**src/rtl/cdr_lock_pkg.sv**
```systemverilog
package cdr_lock_pkg;
    typedef enum logic [2:0] {
        ST_RESET      = 3'd0,
        ST_LTR_WAIT   = 3'd1,
        ST_LTR_LOCKED = 3'd2,
        ST_LTD_SETTLE = 3'd3,
        ST_LTD_RUN    = 3'd4
    } cdr_state_e;
endpackage

```
**src/rtl/cdr_sync.sv**
```systemverilog
module cdr_sync #(
    parameter int W = 5
) (
    input  logic         clk,
    input  logic         rst_n,
    input  logic [W-1:0] async_i,
    output logic [W-1:0] sync_o
);
    logic [W-1:0] meta_q;
    logic [W-1:0] sync_q;

    always_ff @(posedge clk or negedge rst_n) begin
        if (!rst_n) begin
            meta_q <= '0;
            sync_q <= '0;
        end else begin
            meta_q <= async_i;
            sync_q <= meta_q;
        end
    end

    assign sync_o = sync_q;
endmodule

```
**src/rtl/cdr_run_qual.sv**
```systemverilog
module cdr_run_qual #(
    parameter int N       = 2,
    parameter int RUN_LEN = 8
) (
    input  logic         clk,
    input  logic         rst_n,
    input  logic [N-1:0] flag_i,
    output logic [N-1:0] ok_o
);
    localparam int RW = $clog2(RUN_LEN + 1);
    localparam logic [RW-1:0] RUN_MAX = RW'(RUN_LEN);

    for (genvar g = 0; g < N; g++) begin : g_run
        logic [RW-1:0] run_d, run_q;

        always_comb begin
            if (!flag_i[g])            run_d = '0;
            else if (run_q == RUN_MAX) run_d = run_q;
            else                       run_d = run_q + 1'b1;
        end

        always_ff @(posedge clk or negedge rst_n) begin
            if (!rst_n) run_q <= '0;
            else        run_q <= run_d;
        end

        assign ok_o[g] = (run_q == RUN_MAX);
    end
endmodule

```
**src/rtl/cdr_lock_seq.sv**
```systemverilog
module cdr_lock_seq
    import cdr_lock_pkg::*;
#(
    parameter int CLK_HZ    = 100_000_000,
    parameter int SETTLE_US = 1000,
    parameter int QUAL_LEN  = 8
) (
    input  logic clk,
    input  logic rst_n,
    input  logic ref_lock_i,
    input  logic sig_det_i,
    input  logic freq_ok_i,
    input  logic phase_ok_i,
    input  logic data_lock_i,
    input  logic pcie_mode_i,
    input  logic manual_mode_i,
    input  logic manual_ltd_req_i,
    output logic ltd_sel_o,
    output logic pcs_rst_o,
    output logic ref_locked_o,
    output logic timeout_err_o
);
    localparam longint SETTLE_CYC  = longint'(CLK_HZ) / 1000 * SETTLE_US / 1000;
    localparam longint TIMEOUT_CYC = 2 * SETTLE_CYC;
    localparam int     CNT_W       = $clog2(TIMEOUT_CYC + 1);
    localparam logic [CNT_W-1:0] SETTLE_LAST  = CNT_W'(SETTLE_CYC - 1);
    localparam logic [CNT_W-1:0] TIMEOUT_LAST = CNT_W'(TIMEOUT_CYC - 1);

    typedef struct packed {
        cdr_state_e       st;
        logic [CNT_W-1:0] cnt;
        logic             err;
    } ctl_t;

    // bit order: 0 ref, 1 sig, 2 freq, 3 phase, 4 data
    logic [4:0] sync_s;
    logic       ref_s, sig_s, data_s;
    logic [1:0] qual_ok;
    logic       auto_ok;
    logic       go_ltd;
    ctl_t       ctl_d, ctl_q;

    cdr_sync #(.W(5)) u_sync (
        .clk    (clk),
        .rst_n  (rst_n),
        .async_i({data_lock_i, phase_ok_i, freq_ok_i, sig_det_i, ref_lock_i}),
        .sync_o (sync_s)
    );

    assign ref_s  = sync_s[0];
    assign sig_s  = sync_s[1];
    assign data_s = sync_s[4];

    cdr_run_qual #(.N(2), .RUN_LEN(QUAL_LEN)) u_qual (
        .clk   (clk),
        .rst_n (rst_n),
        .flag_i(sync_s[3:2]),
        .ok_o  (qual_ok)
    );

    assign auto_ok = (pcie_mode_i ? sig_s : 1'b1) & qual_ok[0] & qual_ok[1];
    assign go_ltd  = manual_mode_i ? manual_ltd_req_i : auto_ok;

    always_comb begin
        ctl_d = ctl_q;
        unique case (ctl_q.st)
            ST_RESET: begin
                ctl_d.st  = ST_LTR_WAIT;
                ctl_d.cnt = '0;
            end
            ST_LTR_WAIT: begin
                if (ref_s) ctl_d.st = ST_LTR_LOCKED;
            end
            ST_LTR_LOCKED: begin
                if (!ref_s) begin
                    ctl_d.st = ST_LTR_WAIT;
                end else if (go_ltd) begin
                    ctl_d.st  = ST_LTD_SETTLE;
                    ctl_d.cnt = '0;
                end
            end
            ST_LTD_SETTLE: begin
                if (manual_mode_i && !manual_ltd_req_i) begin
                    ctl_d.st = ST_LTR_WAIT;
                end else if (ctl_q.cnt >= SETTLE_LAST && data_s) begin
                    ctl_d.st = ST_LTD_RUN;
                end else if (ctl_q.cnt == TIMEOUT_LAST) begin
                    ctl_d.st  = ST_LTR_WAIT;
                    ctl_d.err = 1'b1;
                end else begin
                    ctl_d.cnt = ctl_q.cnt + 1'b1;
                end
            end
            ST_LTD_RUN: begin
                if (!data_s || (manual_mode_i && !manual_ltd_req_i))
                    ctl_d.st = ST_LTR_WAIT;
            end
            default: ctl_d.st = ST_RESET;
        endcase
    end

    always_ff @(posedge clk or negedge rst_n) begin
        if (!rst_n) begin
            ctl_q.st  <= ST_RESET;
            ctl_q.cnt <= '0;
            ctl_q.err <= 1'b0;
        end else begin
            ctl_q <= ctl_d;
        end
    end

    assign ltd_sel_o     = (ctl_q.st == ST_LTD_SETTLE) || (ctl_q.st == ST_LTD_RUN);
    assign pcs_rst_o     = (ctl_q.st != ST_LTD_RUN);
    assign ref_locked_o  = (ctl_q.st == ST_LTR_LOCKED);
    assign timeout_err_o = ctl_q.err;
endmodule

```
**config.mk**
```make
export PLATFORM = sky130hd
export DESIGN_NAME = cdr_lock_seq
export DESIGN_NICKNAME = d
export VERILOG_FILES = /design/src/rtl/cdr_lock_pkg.sv /design/src/rtl/cdr_sync.sv /design/src/rtl/cdr_run_qual.sv /design/src/rtl/cdr_lock_seq.sv
export SDC_FILE = /design/constraint.sdc
export NUM_CORES = 1
export LEC_CHECK = 0
export BUFFER_PORTS_ARGS = -buffer_cell sky130_fd_sc_hd__buf_2
export CORE_MARGIN = 2
export CORE_UTILIZATION = 30
export DETAILED_ROUTE_END_ITERATION = 6
export PLACE_DENSITY = 0.55
export REMOVE_ABC_BUFFERS = 1
export SYNTH_ARGS = -nofsm -noshare
export SYNTH_HDL_FRONTEND = slang
export SYNTH_SLANG_ARGS = --single-unit
```
**constraint.sdc**
```tcl
create_clock -name clk -period 3.2 [get_ports clk]
set_clock_uncertainty 0.2 [all_clocks]
set_input_delay 0.32 -clock clk [delete_from_list [all_inputs] [get_ports clk]]
set_output_delay 0.32 -clock clk [all_outputs]
set_load 0.01 [all_outputs]
```
Yosys cells after proc, flatten, opt, wreduce, memory -nomap -nowiden
Index checks and enable logic that the tools add are counted.
{"block": "op_classes", "shifts": 0, "mul": 0, "mux": 20, "div": 0, "add_sub_neg": 3, "bitwise_logic": 4, "eq_ne": 19, "magnitude_cmp": 1, "n_reduce_logical": 11}
{"cell": "$pmux 18 s3", "count": 1}
{"cell": "$mux 19", "count": 2}
{"cell": "$mux 18", "count": 2}
{"cell": "$mux 21", "count": 1}
{"cell": "$add 18x1->18 const B", "count": 1}
{"cell": "$eq 18x18->1 const B", "count": 1}
{"cell": "$ge 18x17->1 const B", "count": 1}
{"cell": "$mux 3", "count": 6}
{"cell": "$mux 4", "count": 4}
{"cell": "$pmux 3 s5", "count": 1}
{"cell": "$ne 2x2->1 const B", "count": 6}
{"cell": "$add 4x1->4 const B", "count": 2}
{"cell": "$eq 4x4->1 const B", "count": 2}
{"cell": "$reduce_and 4->1", "count": 2}
{"cell": "$eq 3x2->1 const B", "count": 2}
{"cell": "$ne 2x1->1 const B", "count": 3}
{"cell": "$ne 3x3->1 const B", "count": 2}
{"cell": "$reduce_and 6->1", "count": 1}
{"cell": "$ne 4x4->1 const B", "count": 1}
{"cell": "$eq 3x1->1 const B", "count": 1}
{"cell": "$eq 3x3->1 const B", "count": 1}
{"cell": "$logic_not 3->1", "count": 1}
{"cell": "$mux 1", "count": 3}
{"cell": "$reduce_bool 3->1", "count": 1}
{"cell": "5 further kinds", "count": 10}
{"block": "totals", "wordCells": 65, "ramBits": 0, "latch_bits": 0, "ff_bits": 40, "input_bits": 10, "mem_count": 0, "rom_bits": 0, "output_inout_bits": 4}

Depth between registers and ports, before layout
Gate-level depths: netlist (run 1).
{"block": "logic_depth", "ltp_word": 7, "mapped_depth": 8, "depth_no_buf": 7}

Hierarchy
A second synthesis (run 1) with hierarchy kept.
{"block": "hier_totals", "cells_unflattened": 219, "hier_area_um2": 2173.3}
{"module": "cdr_lock_seq", "area_per_inst_um2": 1466.4, "seq_area_each_um2": 550.5, "n_inst": 1, "cells_each": 166}
{"module": "cdr_run_qual", "area_per_inst_um2": 456.7, "seq_area_each_um2": 200.2, "n_inst": 1, "cells_each": 43}
{"module": "cdr_sync", "area_per_inst_um2": 250.2, "seq_area_each_um2": 250.2, "n_inst": 1, "cells_each": 10}

Worst setup path after synthesis (run 1)
No wires, ideal clock.
{"block": "synth_path", "path_kind": "reg2reg", "from": "reg ctl_q[15] (netlist name)", "to": "reg ctl_q[2] (netlist name)", "period_less_slack_ns": 2.290, "n_path_buf": 0, "path_slack_ns": 0.910, "t_required_ns": 2.875, "stages_incl_launch_ff": 6, "setup_time_ns": 0.125, "t_arrival_ns": 1.966, "path_cell_list": "dfrtp_1 or3_4 or4b_4 o221a_1 and3_1 mux2_2"}
{"block": "synth_between", "elab_chain_len": 4, "word_cells_on_any_way": 6, "cone_classes": "1 x order compare; 3 x eq/ne; 2 x reduce/logical"}
{"item": "start: declaration", "line": "cdr_lock_seq.sv:41", "source": "ctl_t ctl_d, ctl_q;"}
{"item": "start signal: assignment", "line": "cdr_lock_seq.sv:108", "source": "ctl_q <= ctl_d;"}
{"item": "$ge 18x17->1", "line": "cdr_lock_seq.sv:85", "source": "end else if (ctl_q.cnt >= SETTLE_LAST && data_s) begin"}
{"item": "$logic_and 1x1->1", "line": "cdr_lock_seq.sv:85"}
{"item": "$ne 2x2->1 (no source line)"}
{"item": "$reduce_and 6->1 (no source line) (*)"}
Every way passes the cells marked *; elsewhere a longest branch is shown, timed or not.
A chain may end at the register's enable or synchronous reset.

Worst setup path in the final report (run 1)
{"block": "layout_path", "from": "reg ctl_q[13] (netlist name)", "to": "reg ctl_q[16] (netlist name)"}
{"block": "layout_between", "elab_chain_len": 5, "word_cells_on_any_way": 11, "cone_classes": "1 x add/sub; 1 x order compare; 3 x eq/ne; 4 x mux; 2 x reduce/logical"}
{"item": "$add 18x1->18", "line": "cdr_lock_seq.sv:91", "source": "ctl_d.cnt = ctl_q.cnt + 1'b1;"}
{"item": "$mux 18", "line": "cdr_lock_seq.sv:87", "source": "end else if (ctl_q.cnt == TIMEOUT_LAST) begin"}
{"item": "$mux 19", "line": "cdr_lock_seq.sv:85"}
{"item": "$mux 19", "line": "cdr_lock_seq.sv:83", "source": "if (manual_mode_i && !manual_ltd_req_i) begin"}
{"item": "$pmux 18 s3", "line": "cdr_lock_seq.sv:66", "source": "unique case (ctl_q.st)"}
Parallel ways exist; a longest one is shown, timed or not. The select of a mux whose other input is x is not followed.

==> out/results.ini, run 1 <==
[run_status]
outcome = complete, no violations

[synthesis]
synth_largest_area_cell = dfrtp_1
synth_ff_type = dfrtp_1
synth_cell_types = 53
synth_common_cells = dfrtp_1 (40), nand2_1 (26), inv_1 (15)
synth.area.top_cells = dfrtp_1 (44%), mux2i_1 (4.4%), nand2_1 (4.3%)
yosysTopAreaCellShare = 0.440
avgSynthCellArea_um2 = 9.63
netlist_area_um2 = 2270
ys_ff_latch = 40
synth_edf_count = 0
synthCells = 236
yosysSeqAreaShare = 0.440
ys_async_sr_fraction = 1.00
yosysMostFrequentCell = dfrtp_1
ys_warn_count = 0

[setup_path]
crit_type = reg2reg
end_kind = register
cp.required_ns = 3.19
cp-start-kind = register
crit_end = ctl_q[16]
reg2reg_to = ctl_q[16]
crit_start = ctl_q[13]
worstPathArrival_ns = 2.56
reg2regPathDepth = 6
r2r_slack_ns = 0.63
r2r-start = ctl_q[13]
worstPathMaxFanout = 16

[placement]
placed_area_um2 = 2450
hpwl_um = 3560
gp_congestion = 0.856
numPortBuffers = 13
dp.cells = 344

[power_and_ir_drop]
clkPwrFrac = 0.252
p_seq_frac = 0.419
ir_drop_v = 0.000301
p_comb_frac = 0.328
switching_share = 0.373
power_switching_uw = 536
power_uw = 1440
p_leak_uw = 0.00109
p_per_area_nw_per_um2 = 551
intPower_uw = 903

[floorplanning]
rows = 31
io_pins = 14
coreArea_um2 = 7290
die_height_um = 91.1
design.die.area_um2 = 8290
die_x_um = 91.1
start_util = 0.312

[timing]
finalSetupTns_ns = 0
min_period_ns = 2.57
worstMarginPinSlew_ns = 0.903
setup_violations = 0
hold_viol = 0
slew-limit-headroom = 0.398
fmax_mhz = 389
fin_crit_sh = 0.803
slew_viol_final = 0
rsz0062_at_grt = false

[worst_hold_path]
hold_start = u_sync.meta_q[1]
hold_class = reg2reg

[final_layout]
stdcell_area_um2 = 2610
nFillCells = 779
register_area_um2 = 1000
multi_input_area_um2 = 1170
finalNetCount = 273
diodes = 0
drive_above_1_share = 0.147
area_growth_pct = 14.9
fin_cells = 358

[grt]
antenna_found_initial = 0
grt_pass1_vias = 1833
grt_pass1_wl_um = 8660
grt_max_degree = 41
gr-total-overflow = 0
grtUsageTotal = 0.130

[cts]
cts_made_buffers = 5
post-cts-setup-buffers = 0
cts_resized = 0
cts_root_buf = clkbuf_8
clock_latency_ns = 0.30
ctsHtreeMaxLevel = 2
path_clk_slew_ns = 0.08
cts_sinks = 40
clk_path_buf_depth = 2
cts_tree = built

[drt]
first_pass_iters = 4
ant_nets = 0
drt_drc_violations_left = 0
wl_um = 5070
wl_per_cell_um = 14.2
drtIter0Drc = 177
vias = 1857
vias_per_cell = 5.19

[flow_run]
maxCapViolations = 0

==> cell usage in the layout, fill, tap and decap left out, types with 8 or more instances in the layout <==
master,count
buf_2,13
dfrtp_1,40
inv_1,15
mux2i_1,10
nand2_1,26
nand3_1,12
nand4_1,9
nor2_1,12
nor3_1,9
o21ai_0,8
==> area by class of cell <==
type | instances | share of cell area
Sequential cell | 40 | 0.383
Multi-Input combinational cell | 172 | 0.448
Clock inverter | 2 | 0.00575
Inverter | 15 | 0.0216
Clock buffer | 6 | 0.0316
Timing Repair Buffer | 24 | 0.0623
Tap cell | 99 | 0.0474
==> through the flow <==
step | hold slack, ns | worst slack (ns) | utilization
final | 0.154 | 0.631 | 0.358
after global routing | 0.163 | 0.515 | 0.358
after CTS | 0.153 | 0.633 | 0.358
after detailed placement | 0.136 | 0.652 | 0.336
after global placement | 0.132 | 0.644 | 0.336
after floorplan | -0.176 | 0.554 | -
==> repair_timing <==
| action | 4_1_cts | 5_1_grt |
|---|---|---|
| setup endpoints to repair | 0 | 0 |
| endpoints found under the hold margin | 45 | 0 |
| hold buffers | 6 | 0 |
==> routing by layer <==
metal | share of wire | GRT usage
met1 | 0.47 | 0.165
met2 | 0.47 | 0.211
met4 | 0.020 | 0.0606
met5 | 0 | 0
met3 | 0.034 | 0.0282
==> worst min path at each step <==
| stage | end | cells past startpoint | slack (ns) |
|---|---|---|---|
| 6_report | u_sync.sync_o[1] | 0 | 0.15 |
| 5_1_grt | u_sync.sync_o[4] | 0 | 0.16 |
| 4_1_cts | u_sync.sync_o[1] | 0 | 0.15 |
| 3_5_place_dp | u_sync.sync_o[1] | 0 | 0.14 |
| 3_3_place_gp | u_sync.sync_o[1] | 0 | 0.13 |
| 2_1_floorplan | ctl_q[10] | 0 | -0.18 |
==> cells by family after synthesis <==
group | share of synthesized area
multiplexers | 0.0490
adder cells (fa/ha/maj) | 0.0275
AO/OA/AOI/OAI | 0.151
AND/OR/NAND/NOR | 0.264
flip-flops | 0.440
buffers and inverters | 0.0451
XOR/XNOR | 0.0231
==> critical path, cell delays in order, from the launching register on <==
cell and delay [ns]:
dfrtp_1 0.45, or3_4 0.41, or4b_4 0.53, o221a_1 0.34
buf_4 0.24, a32oi_1 0.21, nand2_1 0.07
==> power groups by stage <==
stage / sequential (uW) / combinational [uW] / clock (uW)
6_report: 603 / 473 / 363
3_5_place_dp: 611 / 467 / 0
5_1_grt: 612 / 518 / 400
2_1_floorplan: 597 / 296 / 0
4_1_cts: 602 / 472 / 381
3_3_place_gp: 613 / 458 / 0
==> flip-flops by register name, indices dropped and copies added, names as in the netlist <==
| signal | count |
|---|---|
| u_sync.meta_q | 5 |
| u_sync.sync_o | 5 |
| timeout_err_o | 1 |
| u_qual.g_run.run_q | 8 |
| ctl_q | 21 |
Note: power is estimated with default switching activity, not from simulation.
==> inputs of run 2 (changes only) <==
clock period = 2.6 ns   (was 3.2 ns; I/O delays follow)
==> run 2 against run 1 <==
Effect of this change:
- via count grew 2.2%
- final area grew 3.8%
- first-iteration DRC count shrank 20%
- setup slack lost 0.41 ns
- critical path depth grew 1
- fmax grew 8.0%
- cell count grew 3.1%
- combinational power grew 36%
- wire length grew 4.1%
- register-to-register slack lost 0.41 ns
- power grew 32%
- global-route usage grew 0.77 points
==> out/results.ini, run 2 (synthesis gave the netlist of run 1 again) <==
[run_status]
outcome = complete, no violations

[floorplanning]
io_pins = 14  ; unchanged
die_height_um = 91.1  ; unchanged
start_util = 0.312  ; unchanged
die_x_um = 91.1  ; unchanged
rows = 31  ; unchanged
coreArea_um2 = 7290  ; unchanged
design.die.area_um2 = 8290  ; unchanged

[cts]
cts_root_buf = clkbuf_8
cts_tree = built
ctsHtreeMaxLevel = 2  ; unchanged
clock_latency_ns = 0.30  ; about the same
path_clk_slew_ns = 0.09  ; about the same
ctsHoldBuffers = 6  ; unchanged
cts_made_buffers = 5  ; unchanged
post-cts-setup-buffers = 0  ; unchanged
cts_sinks = 40  ; unchanged
clk_path_buf_depth = 2  ; unchanged
cts_resized = 0  ; unchanged

[drt]
first_pass_iters = 4  ; unchanged
drtIter0Drc = 142  ; -20%
wl_per_cell_um = 14.3  ; +1.0%
wl_um = 5280  ; +4.1%
ant_nets = 0  ; unchanged
vias = 1897  ; +2.2%
drt_drc_violations_left = 0  ; unchanged
vias_per_cell = 5.14  ; -0.89%

[timing]
hold_viol = 0  ; unchanged
fmax_mhz = 420  ; +8.0%
slew_viol_final = 0  ; unchanged
worstMarginPinSlew_ns = 0.399  ; -0.504 ns
rsz0062_at_grt = false
setup_violations = 0  ; unchanged
slew-limit-headroom = 0.731  ; +0.333
min_period_ns = 2.38  ; -0.190 ns
fin_hold_ws_ns = 0.154  ; +0.000210 ns
finalSetupTns_ns = 0  ; unchanged
fin_crit_sh = 0.915  ; +0.112
fin_ws_ns = 0.221  ; -0.410 ns

[flow_run]
maxCapViolations = 0  ; unchanged

[power_and_ir_drop]
ir_drop_v = 0.000447  ; +49%
p_seq_frac = 0.388  ; -0.031
p_comb_frac = 0.339  ; +0.011
p_leak_uw = 0.00115  ; +6.1%
power_switching_uw = 683  ; +27%
clkPwrFrac = 0.273  ; +0.021
p_per_area_nw_per_um2 = 702  ; +27%
switching_share = 0.359  ; -0.0138
power_uw = 1900  ; +32%
intPower_uw = 1220  ; +35%

[setup_path]
crit_chain = inv_1 > ha_1 > and3b_1 > and4b_1 > o21ai_0 > a211oi_2 > mux2_2
worstPathMaxFanout = 4  ; -12
critical-path-top-delay-family = simple AND/OR/NAND/NOR gates
cp.required_ns = 2.58  ; -0.61 ns
worst-path-buf-inv = 1  ; unchanged
cp-start-kind = register
end_kind = register
crit_type = reg2reg
slowest_stage = dfrtp_1
worstPathArrival_ns = 2.36  ; -0.20 ns
slowest_delay_ns = 0.43  ; -0.10 ns

[placement]
hpwl_um = 3850  ; +8.1%
numPortBuffers = 13  ; unchanged
placed_area_um2 = 2540  ; +3.4%
gp_congestion = 0.965  ; +13%
place_ws_ns = 0.259  ; -0.392 ns

[final_layout]
drive_above_1_share = 0.181  ; +0.0348
stdcell_area_um2 = 2710  ; +3.8%
finalNetCount = 284  ; +4.0%
diodes = 0  ; unchanged
register_area_um2 = 1000  ; unchanged
nFillCells = 758  ; -2.7%
area_growth_pct = 19.3
final_cell_mix = dfrtp_1 (40), nand2_1 (26), buf_4 (16)
largest_register = ctl_q
multi_input_area_um2 = 1170  ; unchanged
layout_commonest_cell = dfrtp_1
reg_top3 = ctl_q (21), u_qual.g_run.run_q (8)
largest_register_ffs = 21  ; unchanged

[grt]
grtUsageTotal = 0.138  ; +0.00767
grt_pass1_vias = 1792  ; -2.2%
gr-total-overflow = 0  ; unchanged
antenna_found_initial = 0  ; unchanged
grt_max_degree = 28  ; -32%
grt_pass1_wl_um = 9140  ; +5.5%

[worst_hold_path]
hold_class = reg2reg

## run 2: final cells by class
type / instances / area share
multi-input combinational: 172 / 0.431
sequential: 40 / 0.369
timing repair buffer: 35 / 0.0904
tap: 99 / 0.0457
clock buffer: 5 / 0.0254
inverter: 15 / 0.0208
clock inverter: 3 / 0.0171
## run 2: power by group through the flow
stage,sequential [uW],clock [uW],combinational (uW)
2_1_floorplan,735,0,364
3_3_place_gp,748,0,633
3_5_place_dp,748,0,634
4_1_cts,737,543,646
5_1_grt,750,571,714
6_report,738,520,645
## run 2: final timing paths
kind | startpoint | to | slack (ns) | cells after the start
min in group asynchronous | rst_n | u_sync.meta_q[3] | 0.18 | 2
max | u_qual.g_run[1].run_q[0] | ctl_q[2] | 0.22 | 7
max in group asynchronous | rst_n | ctl_q[3] | 1.35 | 3
max reg2reg | u_qual.g_run[1].run_q[0] | ctl_q[2] | 0.22 | 7
min reg2reg | u_sync.meta_q[0] | u_sync.sync_o[0] | 0.15 | 0
min | u_sync.meta_q[0] | u_sync.sync_o[0] | 0.15 | 0
## run 2: metrics by stage
stage           util  instances
2_1_floorplan      -        227
3_3_place_gp   0.348        355
3_5_place_dp   0.348        355
4_1_cts        0.372        369
5_1_grt        0.372        369
6_report       0.372        369
## run 2: routing by layer
metal  GRT usage  wire length [um]
met1       0.191              2480
met2       0.212              2440
met3      0.0307               282
met4      0.0480                82
met5           0                 0
## run 2: worst reg2reg max path: stages (launching register included)
cell and delay (ns):
dfrtp_1 0.43, inv_1 0.07, ha_1 0.16, and3b_1 0.25, and4b_1 0.28, o21ai_0 0.19, a211oi_2 0.33, mux2_2 0.36
